===== config.mk =====
export PLATFORM = sky130hd
export DESIGN_NAME = span_copy_engine
export DESIGN_NICKNAME = d
export VERILOG_FILES = /design/src/rtl/spancopy_pkg.sv /design/src/rtl/spancopy_field_decode.sv /design/src/rtl/spancopy_dirty_box.sv /design/src/rtl/spancopy_pixel_mover.sv /design/src/rtl/span_copy_engine.sv
export SDC_FILE = /design/constraint.sdc
export NUM_CORES = 1
export LEC_CHECK = 0
export BUFFER_PORTS_ARGS = -buffer_cell sky130_fd_sc_hd__buf_2
export CORE_MARGIN = 3
export CORE_UTILIZATION = 55
export DETAILED_ROUTE_END_ITERATION = 8
export GPL_ROUTABILITY_DRIVEN = 0
export HOLD_SLACK_MARGIN = 0.08
export PLACE_DENSITY = 0.79
export REMOVE_ABC_BUFFERS = 1
export SLEW_MARGIN = 15
export SYNTH_ARGS = -nofsm -noshare
export SYNTH_HDL_FRONTEND = slang
export SYNTH_SLANG_ARGS = --single-unit

===== constraint.sdc =====
create_clock -name clk -period 5.35 [get_ports clk]
set_clock_uncertainty 0.05 [all_clocks]
set_input_delay 0.8025 -clock clk [delete_from_list [all_inputs] [get_ports clk]]
set_output_delay 0.8025 -clock clk [all_outputs]
set_load 0.005 [all_outputs]

===== src/rtl/spancopy_pkg.sv =====
`timescale 1ns/1ps
// Shared constants and the sequencer state type for the span copy engine.
// Assumes a packet of 32-bit words with descriptors after a fixed header.
package spancopy_pkg;
    localparam logic [31:0] OPC_SPAN_COPY = 32'h0000_0405;
    localparam int          FRAC_BITS     = 3;
    localparam int          HDR_WORDS     = 5;
    localparam int          CNT_LSB       = 24;
    localparam int          CNT_W         = 8;

    typedef enum logic [2:0] {
        ST_IDLE, ST_HDR, ST_CNT, ST_LEN, ST_SRC, ST_DST, ST_MOVE, ST_FIN
    } seq_state_e;
endpackage


===== src/rtl/spancopy_field_decode.sv =====
`timescale 1ns/1ps
// Turns one raw descriptor word into a clamped span length and a row index.
// Assumes FB_ROWS is a power of two, so taking low bits gives the modulo.
module spancopy_field_decode
    import spancopy_pkg::*;
#(
    parameter int FB_COLS = 1280,
    parameter int ROW_W   = 10,
    parameter int LEN_W   = 11
) (
    input  logic [31:0]      word,
    output logic [LEN_W-1:0] span_len,
    output logic [ROW_W-1:0] row
);
    logic [31:0] scaled;

    // Drop the fractional bits, clamp the length, extract the row.
    always_comb begin
        scaled = word >> FRAC_BITS;
        row    = scaled[ROW_W-1:0];
        if (scaled > 32'(FB_COLS))
            span_len = LEN_W'(FB_COLS);
        else
            span_len = scaled[LEN_W-1:0];
    end
endmodule


===== src/rtl/spancopy_dirty_box.sv =====
`timescale 1ns/1ps
// Keeps the lowest and highest row touched. A clear in the same cycle as an
// update leaves only the new pair of rows. Assumes at most one update per cycle.
module spancopy_dirty_box #(
    parameter int ROW_W = 10
) (
    input  logic             clk,
    input  logic             rst_n,
    input  logic             clr,
    input  logic             upd,
    input  logic [ROW_W-1:0] row_a,
    input  logic [ROW_W-1:0] row_b,
    output logic             valid,
    output logic [ROW_W-1:0] lo,
    output logic [ROW_W-1:0] hi
);
    logic [ROW_W-1:0] pair_lo, pair_hi;

    // Order the incoming pair of rows.
    always_comb begin
        pair_lo = (row_a < row_b) ? row_a : row_b;
        pair_hi = (row_a < row_b) ? row_b : row_a;
    end

    // Merge, restart or clear the stored range.
    always_ff @(posedge clk) begin
        if (!rst_n) begin
            valid <= 1'b0;
            lo    <= '0;
            hi    <= '0;
        end else if (upd) begin
            valid <= 1'b1;
            if (clr || !valid) begin
                lo <= pair_lo;
                hi <= pair_hi;
            end else begin
                lo <= (pair_lo < lo) ? pair_lo : lo;
                hi <= (pair_hi > hi) ? pair_hi : hi;
            end
        end else if (clr) begin
            valid <= 1'b0;
            lo    <= '0;
            hi    <= '0;
        end
    end
endmodule


===== src/rtl/spancopy_pixel_mover.sv =====
`timescale 1ns/1ps
// Streams one span: a read per cycle from ascending source addresses, then a
// write one cycle later to the matching destination address. Assumes the
// framebuffer returns read data one cycle after the read enable, and that
// load only arrives while idle.
module spancopy_pixel_mover #(
    parameter int FB_AW = 21,
    parameter int LEN_W = 11
) (
    input  logic             clk,
    input  logic             rst_n,
    input  logic             load,
    input  logic [FB_AW-1:0] src_base,
    input  logic [FB_AW-1:0] dst_base,
    input  logic [LEN_W-1:0] len,
    output logic             rd_en,
    output logic [FB_AW-1:0] rd_addr,
    output logic             wr_en,
    output logic [FB_AW-1:0] wr_addr,
    output logic             idle
);
    logic [LEN_W-1:0] remain;
    logic [FB_AW-1:0] rd_ptr, wr_ptr, wr_addr_q;
    logic             wr_q;

    assign rd_en   = (remain != '0);
    assign rd_addr = rd_ptr;
    assign wr_en   = wr_q;
    assign wr_addr = wr_addr_q;
    assign idle    = (remain == '0) && !wr_q;

    // Advance the pointers and delay each write by one cycle behind its read.
    always_ff @(posedge clk) begin
        if (!rst_n) begin
            remain    <= '0;
            rd_ptr    <= '0;
            wr_ptr    <= '0;
            wr_addr_q <= '0;
            wr_q      <= 1'b0;
        end else begin
            wr_q <= rd_en;
            if (rd_en)
                wr_addr_q <= wr_ptr;
            if (load) begin
                remain <= len;
                rd_ptr <= src_base;
                wr_ptr <= dst_base;
            end else if (rd_en) begin
                remain <= remain - LEN_W'(1);
                rd_ptr <= rd_ptr + FB_AW'(1);
                wr_ptr <= wr_ptr + FB_AW'(1);
            end
        end
    end
endmodule


===== src/rtl/span_copy_engine.sv =====
`timescale 1ns/1ps
// Executes a span-copy command packet. It fetches the header, then each
// descriptor in turn, and moves each span row to row. The read data of both
// memories must arrive one cycle after the read enable. Each span completes
// before the next descriptor is fetched.
module span_copy_engine
    import spancopy_pkg::*;
#(
    parameter int PIX_W   = 24,
    parameter int FB_COLS = 1280,
    parameter int FB_ROWS = 1024,
    parameter int CMD_AW  = 10
) (
    input  logic                          clk,
    input  logic                          rst_n,
    input  logic                          start,
    input  logic [CMD_AW-1:0]             pkt_base,
    output logic                          cmd_rd_en,
    output logic [CMD_AW-1:0]             cmd_rd_addr,
    input  logic [31:0]                   cmd_rd_data,
    output logic                          fb_rd_en,
    output logic [$clog2(FB_COLS*FB_ROWS)-1:0] fb_rd_addr,
    input  logic [PIX_W-1:0]              fb_rd_data,
    output logic                          fb_wr_en,
    output logic [$clog2(FB_COLS*FB_ROWS)-1:0] fb_wr_addr,
    output logic [PIX_W-1:0]              fb_wr_data,
    output logic                          busy,
    output logic                          done,
    input  logic                          dirty_clr,
    output logic                          dirty_valid,
    output logic [$clog2(FB_ROWS)-1:0]    dirty_row_lo,
    output logic [$clog2(FB_ROWS)-1:0]    dirty_row_hi
);
    localparam int ROW_W = $clog2(FB_ROWS);
    localparam int LEN_W = $clog2(FB_COLS + 1);
    localparam int FB_AW = $clog2(FB_COLS * FB_ROWS);

    seq_state_e        state, nxt;
    logic [CMD_AW-1:0] base_q, ptr;
    logic [CNT_W-1:0]  spans_left;
    logic [LEN_W-1:0]  len_q, f_len;
    logic [ROW_W-1:0]  src_row_q, f_row;
    logic [FB_AW-1:0]  src_base, dst_base;
    logic              load, upd, adv, mv_idle;

    spancopy_field_decode #(.FB_COLS(FB_COLS), .ROW_W(ROW_W), .LEN_W(LEN_W)) u_dec (
        .word(cmd_rd_data), .span_len(f_len), .row(f_row)
    );

    assign src_base = FB_AW'(src_row_q) * FB_AW'(FB_COLS);
    assign dst_base = FB_AW'(f_row) * FB_AW'(FB_COLS);

    spancopy_pixel_mover #(.FB_AW(FB_AW), .LEN_W(LEN_W)) u_mover (
        .clk(clk), .rst_n(rst_n), .load(load),
        .src_base(src_base), .dst_base(dst_base), .len(len_q),
        .rd_en(fb_rd_en), .rd_addr(fb_rd_addr),
        .wr_en(fb_wr_en), .wr_addr(fb_wr_addr), .idle(mv_idle)
    );

    spancopy_dirty_box #(.ROW_W(ROW_W)) u_dirty (
        .clk(clk), .rst_n(rst_n), .clr(dirty_clr), .upd(upd),
        .row_a(src_row_q), .row_b(f_row),
        .valid(dirty_valid), .lo(dirty_row_lo), .hi(dirty_row_hi)
    );

    assign fb_wr_data = fb_rd_data;
    assign busy       = (state != ST_IDLE) && (state != ST_FIN);
    assign done       = (state == ST_FIN);

    // Sequencer: choose the next state and the command fetch for this cycle.
    always_comb begin
        nxt         = state;
        cmd_rd_en   = 1'b0;
        cmd_rd_addr = ptr;
        load        = 1'b0;
        upd         = 1'b0;
        adv         = 1'b0;
        case (state)
            ST_IDLE: if (start) begin
                cmd_rd_en   = 1'b1;
                cmd_rd_addr = pkt_base;
                nxt         = ST_HDR;
            end
            ST_HDR: if (cmd_rd_data == OPC_SPAN_COPY) begin
                cmd_rd_en   = 1'b1;
                cmd_rd_addr = base_q + CMD_AW'(1);
                nxt         = ST_CNT;
            end else begin
                nxt = ST_FIN;
            end
            ST_CNT: if (cmd_rd_data[CNT_LSB +: CNT_W] == '0) begin
                nxt = ST_FIN;
            end else begin
                cmd_rd_en   = 1'b1;
                cmd_rd_addr = base_q + CMD_AW'(HDR_WORDS);
                nxt         = ST_LEN;
            end
            ST_LEN: begin
                cmd_rd_en = 1'b1;
                nxt       = ST_SRC;
            end
            ST_SRC: begin
                cmd_rd_en = 1'b1;
                nxt       = ST_DST;
            end
            ST_DST: begin
                upd = 1'b1;
                if (len_q != '0) begin
                    load = 1'b1;
                    nxt  = ST_MOVE;
                end else begin
                    adv = 1'b1;
                end
            end
            ST_MOVE: adv = mv_idle;
            ST_FIN:  nxt = ST_IDLE;
            default: nxt = ST_IDLE;
        endcase
        if (adv) begin
            if (spans_left == CNT_W'(1)) begin
                nxt = ST_FIN;
            end else begin
                cmd_rd_en = 1'b1;
                nxt       = ST_LEN;
            end
        end
    end

    // Sequencer registers: state, fetch pointer, span counter, latched fields.
    always_ff @(posedge clk) begin
        if (!rst_n) begin
            state      <= ST_IDLE;
            base_q     <= '0;
            ptr        <= '0;
            spans_left <= '0;
            len_q      <= '0;
            src_row_q  <= '0;
        end else begin
            state <= nxt;
            if (cmd_rd_en)
                ptr <= cmd_rd_addr + CMD_AW'(1);
            if (state == ST_IDLE && start)
                base_q <= pkt_base;
            if (state == ST_CNT)
                spans_left <= cmd_rd_data[CNT_LSB +: CNT_W];
            else if (adv)
                spans_left <= spans_left - CNT_W'(1);
            if (state == ST_LEN)
                len_q <= f_len;
            if (state == ST_SRC)
                src_row_q <= f_row;
        end
    end
endmodule


==> results.md, run 1 <==
| Item | Value |
|:---|:---|
| Cell leakage power | 4.31 nW |
| Cell area after synthesis | 9140 µm² |
| Most common cell after layout, fill and taps aside | sky130_fd_sc_hd__dfxtp_1 |
| Total number of yosys warnings | 0 |
| Final WL | 23200 µm |
| Commonest cells after routing, fill and taps aside | sky130_fd_sc_hd__dfxtp_1 (148), sky130_fd_sc_hd__nand2_1 (140), sky130_fd_sc_hd__buf_2 (123), sky130_fd_sc_hd__nor2_1 (99), sky130_fd_sc_hd__a21oi_1 (81) |
| Routed length per placed instance | 16.4 µm |
| Area leader, netlist | sky130_fd_sc_hd__dfxtp_1 |
| Count of flip-flops with a built-in enable after synthesis | 0 |
| Share of synthesized area occupied by flip-flops and latches | 32.4% |
| First-pass GRT wire length | 38500 µm |
| Port-buffer cells | 123 |
| Crit-path max cell delay | 0.53 ns |
| Layout filler cell count | 1360 |
| Total via count in the routed design | 8324 |
| Slowest-stage cell, CP | sky130_fd_sc_hd__a2111oi_0 |
| Die extent in x | 135 µm |
| Post-cts repair resize count | 0 |
| Growth of design area from synthesis to finish | 12.5% |
| Worst-margin pin slew | 1.07 ns |
| Least setup slack across all paths after layout | 0.633 ns |
| Min-Delay Endpoint | u_mover.wr_addr[8] |
| Cell at the root of the clock tree | sky130_fd_sc_hd__clkbuf_16 |
| Residual antenna-violating net count after detailed routing | 0 |
| Number of buffer and inverter stages on the critical path | 3 |
| Share of the clock period used by the worst path | 88.2% |
| Total of max-cap violations | 0 |
| Proportion of register bits with asynchronous set or reset after synthesis | 0% |
| Reg-to-reg critical path startpoint | src_row_q[7] |
| Number of violations reported at the end of detailed-routing iteration 0 | 793 |
| CTS Hold Bufs | 0 |
| Area of the die | 18200 µm² |
| Number of nets at the end of the flow | 1325 |
| Router iterations before antenna repair | 5 |
| Flop2flop setup slack | 0.83 ns |
| Source-to-sink clock delay at the later pin of the worst-skew pair | 0.43 ns |
| CTS tree | yes |
| Critical R2R Capture | u_dirty.lo[7] |
| Max Clk Rate | 212 MHz |
| TritonCTS buffer count | 17 |
| Crit path cell chain | buf_2, inv_1, ha_1, a21o_1, a21o_1, a221oi_1, o21ai_1, buf_12, mux2_2, ha_1, a21o_1, a21o_1, a21oi_1, o21ai_0, a2111oi_0, o41a_1, o22ai_1 |
| Worst Setup End Kind | flip-flop |
| Core box area | 16100 µm² |
| Distinct cell type count of the synthesized netlist | 83 |
| Result of the run | completed |
| Initial antenna violation count | 1 |
| Min-Delay Path Class | flip-flop to flip-flop |
| Final HPWL DP | 16500 µm |
| Vias per Instance | 5.89 |
| Worst Path Class, Setup | input port to flip-flop |
| Number of H-tree levels | 4 |
| Vertical extent of the die | 135 µm |
| Most Frequent Cell on Critical Path | sky130_fd_sc_hd__a21o_1 |
| Grt ovf | 0 |
| Syn avg cell area | 8.22 µm² |
| Area contributors post-synth | sky130_fd_sc_hd__dfxtp_1 (32%), sky130_fd_sc_hd__ha_1 (9.2%), sky130_fd_sc_hd__nand2_1 (5.7%), sky130_fd_sc_hd__a21oi_1 (4.4%), sky130_fd_sc_hd__nor2_1 (4.1%) |
| Power Dens Cells | 421 nW/µm² |
| Clock slew at the register clock pins of the worst setup and hold paths | 0.06 ns |
| CTS max path bufs | 2 |
| Cells after Synth | 1112 |
| Total negative setup slack | 0 ns |
| Area of the multi-input gates | 5520 µm² |
| Min-Delay Path Depth | 2 |
| Clock tree sinks | 148 |
| Number of endpoints failing setup at the final stage | 0 |
| FF/Latch Area | 2960 µm² |
| Number of setup buffers added after CTS | 0 |
| Top FF cell, synth | sky130_fd_sc_hd__dfxtp_1 |
| Data required time at the worst endpoint | 5.56 ns |
| Maximum fanout along the worst path | 14 |
| Top-Level Pins | 172 |
| Data arrival time at the worst-slack endpoint | 4.93 ns |
| Slew HR | 28.2% |
| Area share of the largest cell type after synthesis | 32.4% |
| Largest delay contributor family on the critical path | compound AO/OA/AOI/OAI gates |
| Number of design rule violations left after detail routing | 0 |
| Worst hold path startpoint | u_mover.wr_addr[8] |
| Aggregate global-route resource usage | 25.8% |
| Share of layout cells above drive strength 1 | 17.3% |
| Setup WS pre-CTS | 0.276 ns |
| Peak supply drop | 0.228 mV |
| FP Rows | 46 |
| Worst setup SP type | input port |
| Final worst path period need | 4.72 ns |
| Number of failing hold endpoints at the final stage | 0 |
| Vias in the first global route | 7826 |
| Maximum number of pins on one net before global-route repair | 80 |
| Unrepaired setup endpoints after global routing | no |
| FF+latch count, synth | 148 |
| Starting utilization of the core area | 56.9% |
| Worst reg-to-reg path cell count | 15 |
| Slew Viols, Final | 0 |
==> cells by family after synthesis <==
group	synth area share [%]
flops	32.4
mux	3.42
buf+inv	7.31
xor+xnor	6.32
compound gates	18.9
simple gates	22.1
fa+ha+maj	9.61
==> sequential cells by signal (all words and copies together), names as in the netlist <==
signal           count
base_q              10
len_q               11
ptr                 10
spans_left           8
src_row_q           10
state                3
u_dirty.hi          10
u_dirty.lo          10
u_dirty.valid        1
u_mover.rd_addr     21
u_mover.remain      11
u_mover.wr_addr     21
u_mover.wr_en        1
u_mover.wr_ptr      21
==> area by class of cell <==
| type | count | share of cell area, % |
|---|---|---|
| Inverter | 54 | 1.97 |
| Multi-Input combinational cell | 830 | 53.7 |
| Clock buffer | 17 | 4.14 |
| Clock inverter | 13 | 1.72 |
| Sequential cell | 148 | 28.8 |
| Timing Repair Buffer | 135 | 6.99 |
| Tap cell | 216 | 2.63 |
| Antenna cell | 1 | 0.0243 |
==> metrics by stage <==
step	hold WS, ns	utilization [%]	instances	power, mW	instance area [µm²]
floorplan	0.378	-	1032	2.61	8680
global placement	0.386	60.2	1383	3.06	9670
detailed placement	0.390	60.2	1383	3.09	9670
CTS	0.399	64.0	1413	4.34	10300
global route	0.418	64.0	1414	4.63	10300
finish	0.396	64.0	1414	4.33	10300
==> how the worst max path moves through the flow <==
stage	startpoint	endpoint	slack, ns	cells past startpoint
2_1_floorplan	cmd_rd_data[4]	u_dirty.lo[0]	0.02	15
5_1_grt	cmd_rd_data[10]	u_dirty.lo[6]	0.24	17
3_3_place_gp	cmd_rd_data[10]	u_dirty.lo[0]	0.43	17
6_report	cmd_rd_data[10]	u_dirty.lo[7]	0.63	17
3_5_place_dp	cmd_rd_data[10]	u_dirty.lo[9]	0.28	17
4_1_cts	cmd_rd_data[10]	u_dirty.lo[6]	0.68	17
==> power by group <==
part	internal, mW	switching [mW]
sequential	1.27	0.207
clock	0.736	0.490
combinational	0.687	0.943
total	2.69	1.64
==> synth_stat cells (all sizes together), types with 5 or more instances <==
master	instances
dfxtp	148
nand2	140
nor2	99
a21oi	81
ha	67
inv	54
clkbuf	41
buf	39
xor2	37
o21ai	32
nand3	29
xnor2	29
nor3	26
a211oi	22
mux2	18
a21o	17
and2	16
nand4	14
o22ai	14
nand2b	12
nor4	12
or3	12
a22oi	11
mux2i	11
o21bai	11
a32o	9
and4	9
nor2b	9
a311oi	8
a31oi	6
a221o	5
and3	5
nand3b	5
o211ai	5
==> worst register-to-register path: cells and delay by family, from the launching register on <==
| family | cells | cell delay [ns] |
|---|---|---|
| flops | 1 | 0.48 |
| fa+ha+maj | 2 | 0.49 |
| buf+inv | 1 | 0.27 |
| mux | 1 | 0.29 |
| compound gates | 11 | 2.77 |
==> routing by layer <==
| metal | GRT usage (%) | share of wire (%) | up-vias |
|---|---|---|---|
| met5 | 0 | 0 | - |
| met4 | 8.43 | 1.9 | 0 |
| met3 | 5.55 | 6.8 | 38 |
| met2 | 40.5 | 45 | 266 |
| met1 | 35.4 | 46 | 3927 |
| li1 | - | - | 4093 |
No activity file was read; power rests on OpenSTA's default activity.
==> run 2: changes to the inputs <==
--- a/config.mk
+++ b/config.mk
@@ -5,6 +5,7 @@
 export SDC_FILE = /design/constraint.sdc
 export NUM_CORES = 1
 export LEC_CHECK = 0
+export ABC_AREA = 1
 export BUFFER_PORTS_ARGS = -buffer_cell sky130_fd_sc_hd__buf_2
 export CORE_MARGIN = 3
 export CORE_UTILIZATION = 55
==> results.md, run 2 <==
| Item | Value | vs previous |
|:---|:---|:---|
| Number of inserted diodes | 0 | was 1 |
| FF+latch count, synth | 148 | unchanged |
| Total negative setup slack | 0 ns | unchanged |
| Most instantiated cells after synthesis | sky130_fd_sc_hd__nand2_1 (306), sky130_fd_sc_hd__inv_1 (186), sky130_fd_sc_hd__dfxtp_1 (148) | was sky130_fd_sc_hd__dfxtp_1 (148), sky130_fd_sc_hd__nand2_1 (140), sky130_fd_sc_hd__nor2_1 (99) |
| Least setup slack across all paths after layout | 1.35 ns | was 0.633 ns |
| Router iterations before antenna repair | 5 | unchanged |
| Power Dens Cells | 458 nW/µm² | was 421 nW/µm² |
| Most common cell after layout, fill and taps aside | sky130_fd_sc_hd__nand2_1 | was sky130_fd_sc_hd__dfxtp_1 |
| Non-filler cells in the finished layout | 1773 | was 1414 |
| Worst-margin pin slew | 0.858 ns | was 1.07 ns |
| Post-cts repair resize count | 0 | unchanged |
| Most Frequent Cell on Critical Path | sky130_fd_sc_hd__nand2_1 | was sky130_fd_sc_hd__a21o_1 |
| Clock tree sinks | 148 | unchanged |
| Routed length per placed instance | 14.5 µm | was 16.4 µm |
| Setup WS pre-CTS | 0.981 ns | was 0.276 ns |
| Synthesized-area fraction occupied by ao, oa, aoi and oai cells | 16.6% | was 18.9% |
| Final WL | 25800 µm | was 23200 µm |
| Starting utilization of the core area | 56.4% | was 56.9% |
| Cells after Synth | 1453 | was 1112 |
| Vias per Instance | 5.44 | was 5.89 |
| Cell leakage power | 5.18 nW | was 4.31 nW |
| Syn avg cell area | 6.74 µm² | was 8.22 µm² |
| Crit-path max cell delay | 0.36 ns | was 0.53 ns |
| Initial antenna violation count | 0 | was 1 |
| Area leader, netlist | sky130_fd_sc_hd__dfxtp_1 | unchanged |
| Vertical extent of the die | 139 µm | was 135 µm |
| Result of the run | completed | unchanged |
| Worst Path Class, Setup | input port to flip-flop | unchanged |
| Min-Delay Path Class | flip-flop to flip-flop | unchanged |
| Data arrival time at the worst-slack endpoint | 4.30 ns | was 4.93 ns |
| CTS max path bufs | 2 | unchanged |
| Main combinational cell family by area after synthesis | simple AND/OR/NAND/NOR gates | unchanged |
| Post-Synth Simple-Gate Area | 28.4% | was 22.1% |
| Slew HR | 42.6% | was 28.2% |
| Total number of yosys warnings | 0 | unchanged |
| Slew Viols, Final | 0 | unchanged |
| Number of nets at the end of the flow | 1674 | was 1325 |
| Post-Synth Adder-Cell Area | 8.97% | was 9.61% |
| Share of the clock period used by the worst path | 74.8% | was 88.2% |
| Unrepaired setup endpoints after global routing | no | unchanged |
| Layout filler cell count | 1581 | was 1360 |
| Number of endpoints failing setup at the final stage | 0 | unchanged |
| Final HPWL DP | 19100 µm | was 16500 µm |
| Vias in the first global route | 9132 | was 7826 |
| Area contributors post-synth | sky130_fd_sc_hd__dfxtp_1 (30%), sky130_fd_sc_hd__nand2_1 (12%), sky130_fd_sc_hd__ha_1 (8.6%), sky130_fd_sc_hd__a21oi_1 (7.2%), sky130_fd_sc_hd__inv_1 (7.1%) | was sky130_fd_sc_hd__dfxtp_1 (32%), sky130_fd_sc_hd__ha_1 (9.2%), sky130_fd_sc_hd__nand2_1 (5.7%), sky130_fd_sc_hd__a21oi_1 (4.4%), sky130_fd_sc_hd__nor2_1 (4.1%) |
| Top-Level Pins | 172 | unchanged |
| Area of the multi-input gates | 5640 µm² | was 5520 µm² |
| CTS Hold Bufs | 0 | unchanged |
| Port-buffer cells | 123 | unchanged |
| Cell at the root of the clock tree | sky130_fd_sc_hd__clkbuf_16 | unchanged |
| Number of setup buffers added after CTS | 0 | unchanged |
| Area share of the largest cell type after synthesis | 30.3% | was 32.4% |
| Residual antenna-violating net count after detailed routing | 0 | unchanged |
| Number of design rule violations left after detail routing | 0 | unchanged |
| Number of violations reported at the end of detailed-routing iteration 0 | 756 | was 793 |
| FP Rows | 48 | was 46 |
| TritonCTS buffer count | 17 | unchanged |
| Final worst path period need | 4.00 ns | was 4.72 ns |
| Commonest cells after routing, fill and taps aside | sky130_fd_sc_hd__nand2_1 (306), sky130_fd_sc_hd__inv_1 (186), sky130_fd_sc_hd__dfxtp_1 (148), sky130_fd_sc_hd__a21oi_1 (141), sky130_fd_sc_hd__buf_2 (123) | was sky130_fd_sc_hd__dfxtp_1 (148), sky130_fd_sc_hd__nand2_1 (140), sky130_fd_sc_hd__buf_2 (123), sky130_fd_sc_hd__nor2_1 (99), sky130_fd_sc_hd__a21oi_1 (81) |
| Slowest-stage cell, CP | sky130_fd_sc_hd__nand2_1 | was sky130_fd_sc_hd__a2111oi_0 |
| Maximum number of pins on one net before global-route repair | 46 | was 80 |
| Fraction of synthesized area in multiplexers | 0% | was 3.42% |
| Number of H-tree levels | 4 | unchanged |
| Grt ovf | 0 | unchanged |
| Number of failing hold endpoints at the final stage | 0 | unchanged |
| First-pass GRT wire length | 43400 µm | was 38500 µm |
| FF/Latch Area | 2960 µm² | unchanged |
| Growth of design area from synthesis to finish | 12.0% | was 12.5% |
| Max Clk Rate | 250 MHz | was 212 MHz |
| Distinct cell type count of the synthesized netlist | 58 | was 83 |
| Maximum fanout along the worst path | 34 | was 14 |
| Share of layout cells above drive strength 1 | 14.7% | was 17.3% |
| Total via count in the routed design | 9638 | was 8324 |
| Proportion of register bits with asynchronous set or reset after synthesis | 0% | unchanged |
| Worst Setup End Kind | flip-flop | unchanged |
| CTS tree | yes | unchanged |
| Count of flip-flops with a built-in enable after synthesis | 0 | unchanged |
| # placed instances | 1741 | was 1383 |
| Top FF cell, synth | sky130_fd_sc_hd__dfxtp_1 | unchanged |
| Worst setup SP type | input port | unchanged |
| Share of synthesized area occupied by flip-flops and latches | 30.3% | was 32.4% |
| Die extent in x | 139 µm | was 135 µm |
| Aggregate global-route resource usage | 26.5% | was 25.8% |
| Crit path cell chain | buf_2, clkinv_1, ha_1, nand2_1, nor2_1, nand3_1, nand3_1, buf_4, nand2_1, o21ai_0, ha_1, nand2_1, nor2_1, and3_1, o21a_1, o21ai_0, nand3_1, nand2_1, nand2_1, a21oi_1 | was buf_2, inv_1, ha_1, a21o_1, a21o_1, a221oi_1, o21ai_1, buf_12, mux2_2, ha_1, a21o_1, a21o_1, a21oi_1, o21ai_0, a2111oi_0, o41a_1, o22ai_1 |
| Dominant cell by count in the synthesized netlist | sky130_fd_sc_hd__nand2_1 | was sky130_fd_sc_hd__dfxtp_1 |
| Xor and xnor area share after synthesis | 3.58% | was 6.32% |
| Clock slew at the register clock pins of the worst setup and hold paths | 0.07 ns | was 0.06 ns |
| Cell area after synthesis | 9790 µm² | was 9140 µm² |
| Source-to-sink clock delay at the later pin of the worst-skew pair | 0.44 ns | was 0.43 ns |
| Peak supply drop | 0.258 mV | was 0.228 mV |
| Total of max-cap violations | 0 | unchanged |
| Data required time at the worst endpoint | 5.65 ns | was 5.56 ns |
| Core box area | 17400 µm² | was 16100 µm² |
| Area of the die | 19400 µm² | was 18200 µm² |
run 2: cell types whose count changed in the layout (fill, tap and decap cells not counted), sizes merged, moves of 18 or more:
cell / delta
a211oi: -20
mux2: -18
nand2: +181
xnor2: -20
o21ai: +72
inv: +161
a21oi: +62
nand3: +61
nor2: +31
run 2: cells by family (layout without fill, tap and decap cells):
| group | Yosys count | count (layout) |
|---|---|---|
| AOI/OAI and AO/OA | 296 | 296 |
| buffers and inverters | 281 | 376 |
| adders and majority gates | 69 | 69 |
| and+or+nand+nor | 619 | 619 |
| DFF | 148 | 148 |
| xor gates and xnor gates | 40 | 40 |
run 2: path summary, 6_finish.rpt:
path	from	end	slack (ns)	depth (start not counted)
min reg2reg	u_mover.wr_addr[7]	u_mover.wr_addr[7]	0.43	2
min	u_mover.wr_addr[7]	u_mover.wr_addr[7]	0.43	2
max reg2reg	src_row_q[9]	u_dirty.hi[9]	1.66	16
max	cmd_rd_data[11]	u_dirty.hi[9]	1.35	20
run 2: per-stage QoR:
stage / power [mW] / instance area [µm²] / util, % / hold WS (ns)
after global routing: 5.44 / 11000 / 63.2 / 0.450
after global placement: 3.72 / 10400 / 59.7 / 0.411
after detailed placement: 3.78 / 10400 / 59.7 / 0.406
after CTS: 5.02 / 11000 / 63.2 / 0.423
final: 5.02 / 11000 / 63.2 / 0.425
after floorplan: 3.13 / 9400 / - / 0.403
run 2: per-layer routing:
metal | vias to the layer above | GRT usage, % | wire, µm
li1 | 4899 | - | -
met3 | 49 | 5.40 | 1780
met5 | - | 0 | 0
met4 | 0 | 8.14 | 552
met1 | 4347 | 36.0 | 11900
met2 | 343 | 42.7 | 11600
run 2: worst max-delay path, delay by kind of cell:
| kind | cells | cell delay [ns] |
|---|---|---|
| AOI/OAI and AO/OA | 4 | 0.51 |
| adders and majority gates | 2 | 0.66 |
| buffers and inverters | 3 | 0.70 |
| and+or+nand+nor | 11 | 1.64 |
run 2: final cells by class:
type,count,area share [%]
tap,225,2.57
sequential,148,27.0
clock buffer,18,4.01
timing repair buffer,133,6.30
inverter,211,7.25
clock inverter,14,1.44
multi-input combinational,1024,51.4
run 2: where the power goes:
| group | total (mW) | internal [mW] | switching [mW] |
|---|---|---|---|
| Sequential | 1.59 | 1.35 | 0.238 |
| Clock | 1.23 | 0.677 | 0.552 |
| Combinational | 2.21 | 0.814 | 1.39 |
| Total | 5.02 | 2.84 | 2.18 |
==> run 3: changes to the inputs <==
--- a/config.mk
+++ b/config.mk
@@ -5,14 +5,14 @@
 export SDC_FILE = /design/constraint.sdc
 export NUM_CORES = 1
 export LEC_CHECK = 0
-export ABC_AREA = 1
+export ABC_AREA = 0
 export BUFFER_PORTS_ARGS = -buffer_cell sky130_fd_sc_hd__buf_2
 export CORE_MARGIN = 3
-export CORE_UTILIZATION = 55
+export CORE_UTILIZATION = 51
 export DETAILED_ROUTE_END_ITERATION = 8
 export GPL_ROUTABILITY_DRIVEN = 0
 export HOLD_SLACK_MARGIN = 0.08
-export PLACE_DENSITY = 0.79
+export PLACE_DENSITY = 0.77
 export REMOVE_ABC_BUFFERS = 1
 export SLEW_MARGIN = 15
 export SYNTH_ARGS = -nofsm -noshare
==> constraint.sdc (replaced) <==
create_clock -name clk -period 3.5 [get_ports clk]
set_clock_uncertainty 0.05 [all_clocks]
set_input_delay 0.525 -clock clk [delete_from_list [all_inputs] [get_ports clk]]
set_output_delay 0.525 -clock clk [all_outputs]
set_load 0.005 [all_outputs]
==> results.md, run 3 (same netlist as run 1, synthesis figures left out) <==
| Item | Value | vs previous |
|:---|:---|:---|
| Final hold slack | 0.316 ns | was 0.425 ns |
| Number of nets at the end of the flow | 1389 | was 1674 |
| Worst-margin pin slew | 1.17 ns | was 0.858 ns |
| Total negative setup slack | -4.31 ns | was 0 ns |
| Residual antenna-violating net count after detailed routing | 0 | unchanged |
| FP Rows | 48 | unchanged |
| Least setup slack across all paths after layout | -0.258 ns | was 1.35 ns |
| Failing checks | setup timing |  |
| Routed length per placed instance | 17.4 µm | was 14.5 µm |
| Core box area | 17400 µm² | about the same |
| Cell at the root of the clock tree | sky130_fd_sc_hd__clkbuf_16 | unchanged |
| Router iterations before antenna repair | 5 | unchanged |
| Die extent in x | 140 µm | was 139 µm |
| Slew Viols, Final | 0 | unchanged |
| Vias per Instance | 5.90 | was 5.44 |
| Clock tree sinks | 148 | unchanged |
| Maximum number of pins on one net before global-route repair | 79 | was 46 |
| Worst Setup End Kind | flip-flop | unchanged |
| Number of violations reported at the end of detailed-routing iteration 0 | 760 | was 756 |
| Top-Level Pins | 172 | unchanged |
| Share of layout cells above drive strength 1 | 24.3% | was 14.7% |
| Number of H-tree levels | 4 | unchanged |
| Final non-filler cell area | 11100 µm² | was 11000 µm² |
| Clock slew at the register clock pins of the worst setup and hold paths | 0.07 ns | about the same |
| Min-Delay Path Class | input port to flip-flop | was flip-flop to flip-flop |
| Aggregate global-route resource usage | 25.5% | was 26.5% |
| Area of the die | 19600 µm² | was 19400 µm² |
| First-pass GRT wire length | 41700 µm | was 43400 µm |
| Peak supply drop | 0.413 mV | was 0.258 mV |
| Vias in the first global route | 8422 | was 9132 |
| Starting utilization of the core area | 52.5% | was 56.4% |
| Final worst path period need | 3.76 ns |  |
| Max Clk Rate | 266 MHz |  |
| Result of the run | finished, violations left | was completed |
| Initial antenna violation count | 0 | unchanged |
| Slew HR | 21.7% | was 42.6% |
| Total of max-cap violations | 0 | unchanged |
| Vertical extent of the die | 140 µm | was 139 µm |
| Number of inserted diodes | 0 | unchanged |
| Data required time at the worst endpoint | 3.80 ns | was 5.65 ns |
| Number of failing hold endpoints at the final stage | 0 | unchanged |
| Final HPWL DP | 17500 µm | was 19100 µm |
| TritonCTS buffer count | 17 | unchanged |
| Grt ovf | 0 | unchanged |
| Most common cell after layout, fill and taps aside | sky130_fd_sc_hd__dfxtp_1 | was sky130_fd_sc_hd__nand2_1 |
| CTS max path bufs | 2 | unchanged |
| Commonest cells after routing, fill and taps aside | sky130_fd_sc_hd__dfxtp_1 (146), sky130_fd_sc_hd__nand2_1 (139), sky130_fd_sc_hd__buf_2 (124), sky130_fd_sc_hd__nor2_1 (99), sky130_fd_sc_hd__a21oi_1 (78) | was sky130_fd_sc_hd__nand2_1 (306), sky130_fd_sc_hd__inv_1 (186), sky130_fd_sc_hd__dfxtp_1 (148), sky130_fd_sc_hd__a21oi_1 (141), sky130_fd_sc_hd__buf_2 (123) |
| # placed instances | 1448 | was 1741 |
| Maximum fanout along the worst path | 7 | was 34 |
| Number of design rule violations left after detail routing | 0 | unchanged |
| Power Dens Cells | 637 nW/µm² | was 458 nW/µm² |
| CTS tree | yes | unchanged |
| Data arrival time at the worst-slack endpoint | 4.06 ns | was 4.30 ns |
| Cell leakage power | 4.71 nW | was 5.18 nW |
| Number of endpoints failing setup at the final stage | 20 | was 0 |
| Placed instance area | 10100 µm² | was 10400 µm² |
| Total via count in the routed design | 8786 | was 9638 |
| Final WL | 25900 µm | was 25800 µm |
| Worst Path Class, Setup | flip-flop to flip-flop | was input port to flip-flop |
| Share of the clock period used by the worst path | 107% |  |
| Worst setup SP type | flip-flop | was input port |
| Unrepaired setup endpoints after global routing | yes | was no |
| Growth of design area from synthesis to finish | 21.2% | was 12.0% |
| Port-buffer cells | 123 | unchanged |
| Non-filler cells in the finished layout | 1488 | was 1773 |
| Source-to-sink clock delay at the later pin of the worst-skew pair | 0.44 ns | about the same |
| CTS Hold Bufs | 0 | unchanged |
run 3: cell types whose count changed in the layout (fill, tap and decap cells not counted), moves of 14 or more:
cell	change
sky130_fd_sc_hd__nor2_1	-23
sky130_fd_sc_hd__a21oi_1	-63
sky130_fd_sc_hd__xnor2_1	+20
sky130_fd_sc_hd__inv_1	-133
sky130_fd_sc_hd__a211oi_1	+20
sky130_fd_sc_hd__buf_4	+58
sky130_fd_sc_hd__nand3_1	-61
sky130_fd_sc_hd__a21o_1	+14
sky130_fd_sc_hd__o21ai_0	-64
sky130_fd_sc_hd__nand2_1	-167
sky130_fd_sc_hd__inv_2	-20
sky130_fd_sc_hd__mux2_2	+14
run 3: worst paths after layout:
path / endpoint / slack (ns) / cells past startpoint / startpoint
max reg2reg: u_dirty.lo[5] / -0.26 / 16 / src_row_q[7]
min: base_q[1] / 0.32 / 3 / pkt_base[1]
max: u_dirty.lo[5] / -0.26 / 16 / src_row_q[7]
min reg2reg: u_mover.wr_addr[11] / 0.40 / 2 / u_mover.wr_addr[11]
run 3: routing by layer:
layer / GRT usage [%] / routed length, µm / vias to the layer above
li1: - / - / 4235
met1: 34.9 / 11300 / 4148
met2: 40.1 / 12000 / 352
met3: 4.74 / 1960 / 51
met4: 9.69 / 667 / 0
met5: 0 / 0 / -
run 3: layout make-up:
| cell class | instances | area, µm² |
|---|---|---|
| clock buffer | 17 | 425 |
| clock inverter | 15 | 176 |
| fill | 1473 | 6340 |
| inverter | 54 | 203 |
| multi-input combinational | 831 | 5830 |
| sequential | 148 | 2970 |
| tap | 225 | 282 |
| timing repair buffer | 198 | 1200 |
run 3: critical path: stages, from the launching register on:
cell and delay, ns:
sky130_fd_sc_hd__dfxtp_2 0.34, sky130_fd_sc_hd__ha_4 0.24, sky130_fd_sc_hd__a21o_1 0.17, sky130_fd_sc_hd__a21o_1 0.16, sky130_fd_sc_hd__a221oi_2 0.27, sky130_fd_sc_hd__o21ai_1 0.13, sky130_fd_sc_hd__buf_4 0.19, sky130_fd_sc_hd__buf_6 0.14
sky130_fd_sc_hd__mux2_2 0.30, sky130_fd_sc_hd__ha_1 0.35, sky130_fd_sc_hd__nand4_1 0.19, sky130_fd_sc_hd__o21ai_2 0.21, sky130_fd_sc_hd__buf_4 0.14, sky130_fd_sc_hd__a21oi_1 0.05, sky130_fd_sc_hd__o41a_1 0.44, sky130_fd_sc_hd__buf_6 0.16
sky130_fd_sc_hd__o22ai_4 0.15
run 3: where the power goes:
group	leakage, nW	switching, mW	internal, mW
clock	0.297	0.877	0.972
sequential	1.20	0.237	1.94
combinational	3.21	1.73	1.30
total	4.71	2.84	4.21
run 3: metrics by stage:
step                      setup slack (ns)  utilization (%)  power, mW
after floorplan                      -1.55                -       3.99
after global placement              -0.725             57.9       4.87
after detailed placement            -0.865             57.9       4.95
after CTS                          -0.0383             63.0       6.93
after global routing                -0.360             63.6       7.49
final                               -0.258             63.6       7.05
run 3: timing repair:
item / in CTS / in global routing
buffers inserted: 2 / 2
gates resized for setup: 44 / 14
cloned: 3 / 1
pin swaps: 15 / 1
endpoints found under the setup margin: 20 / 23
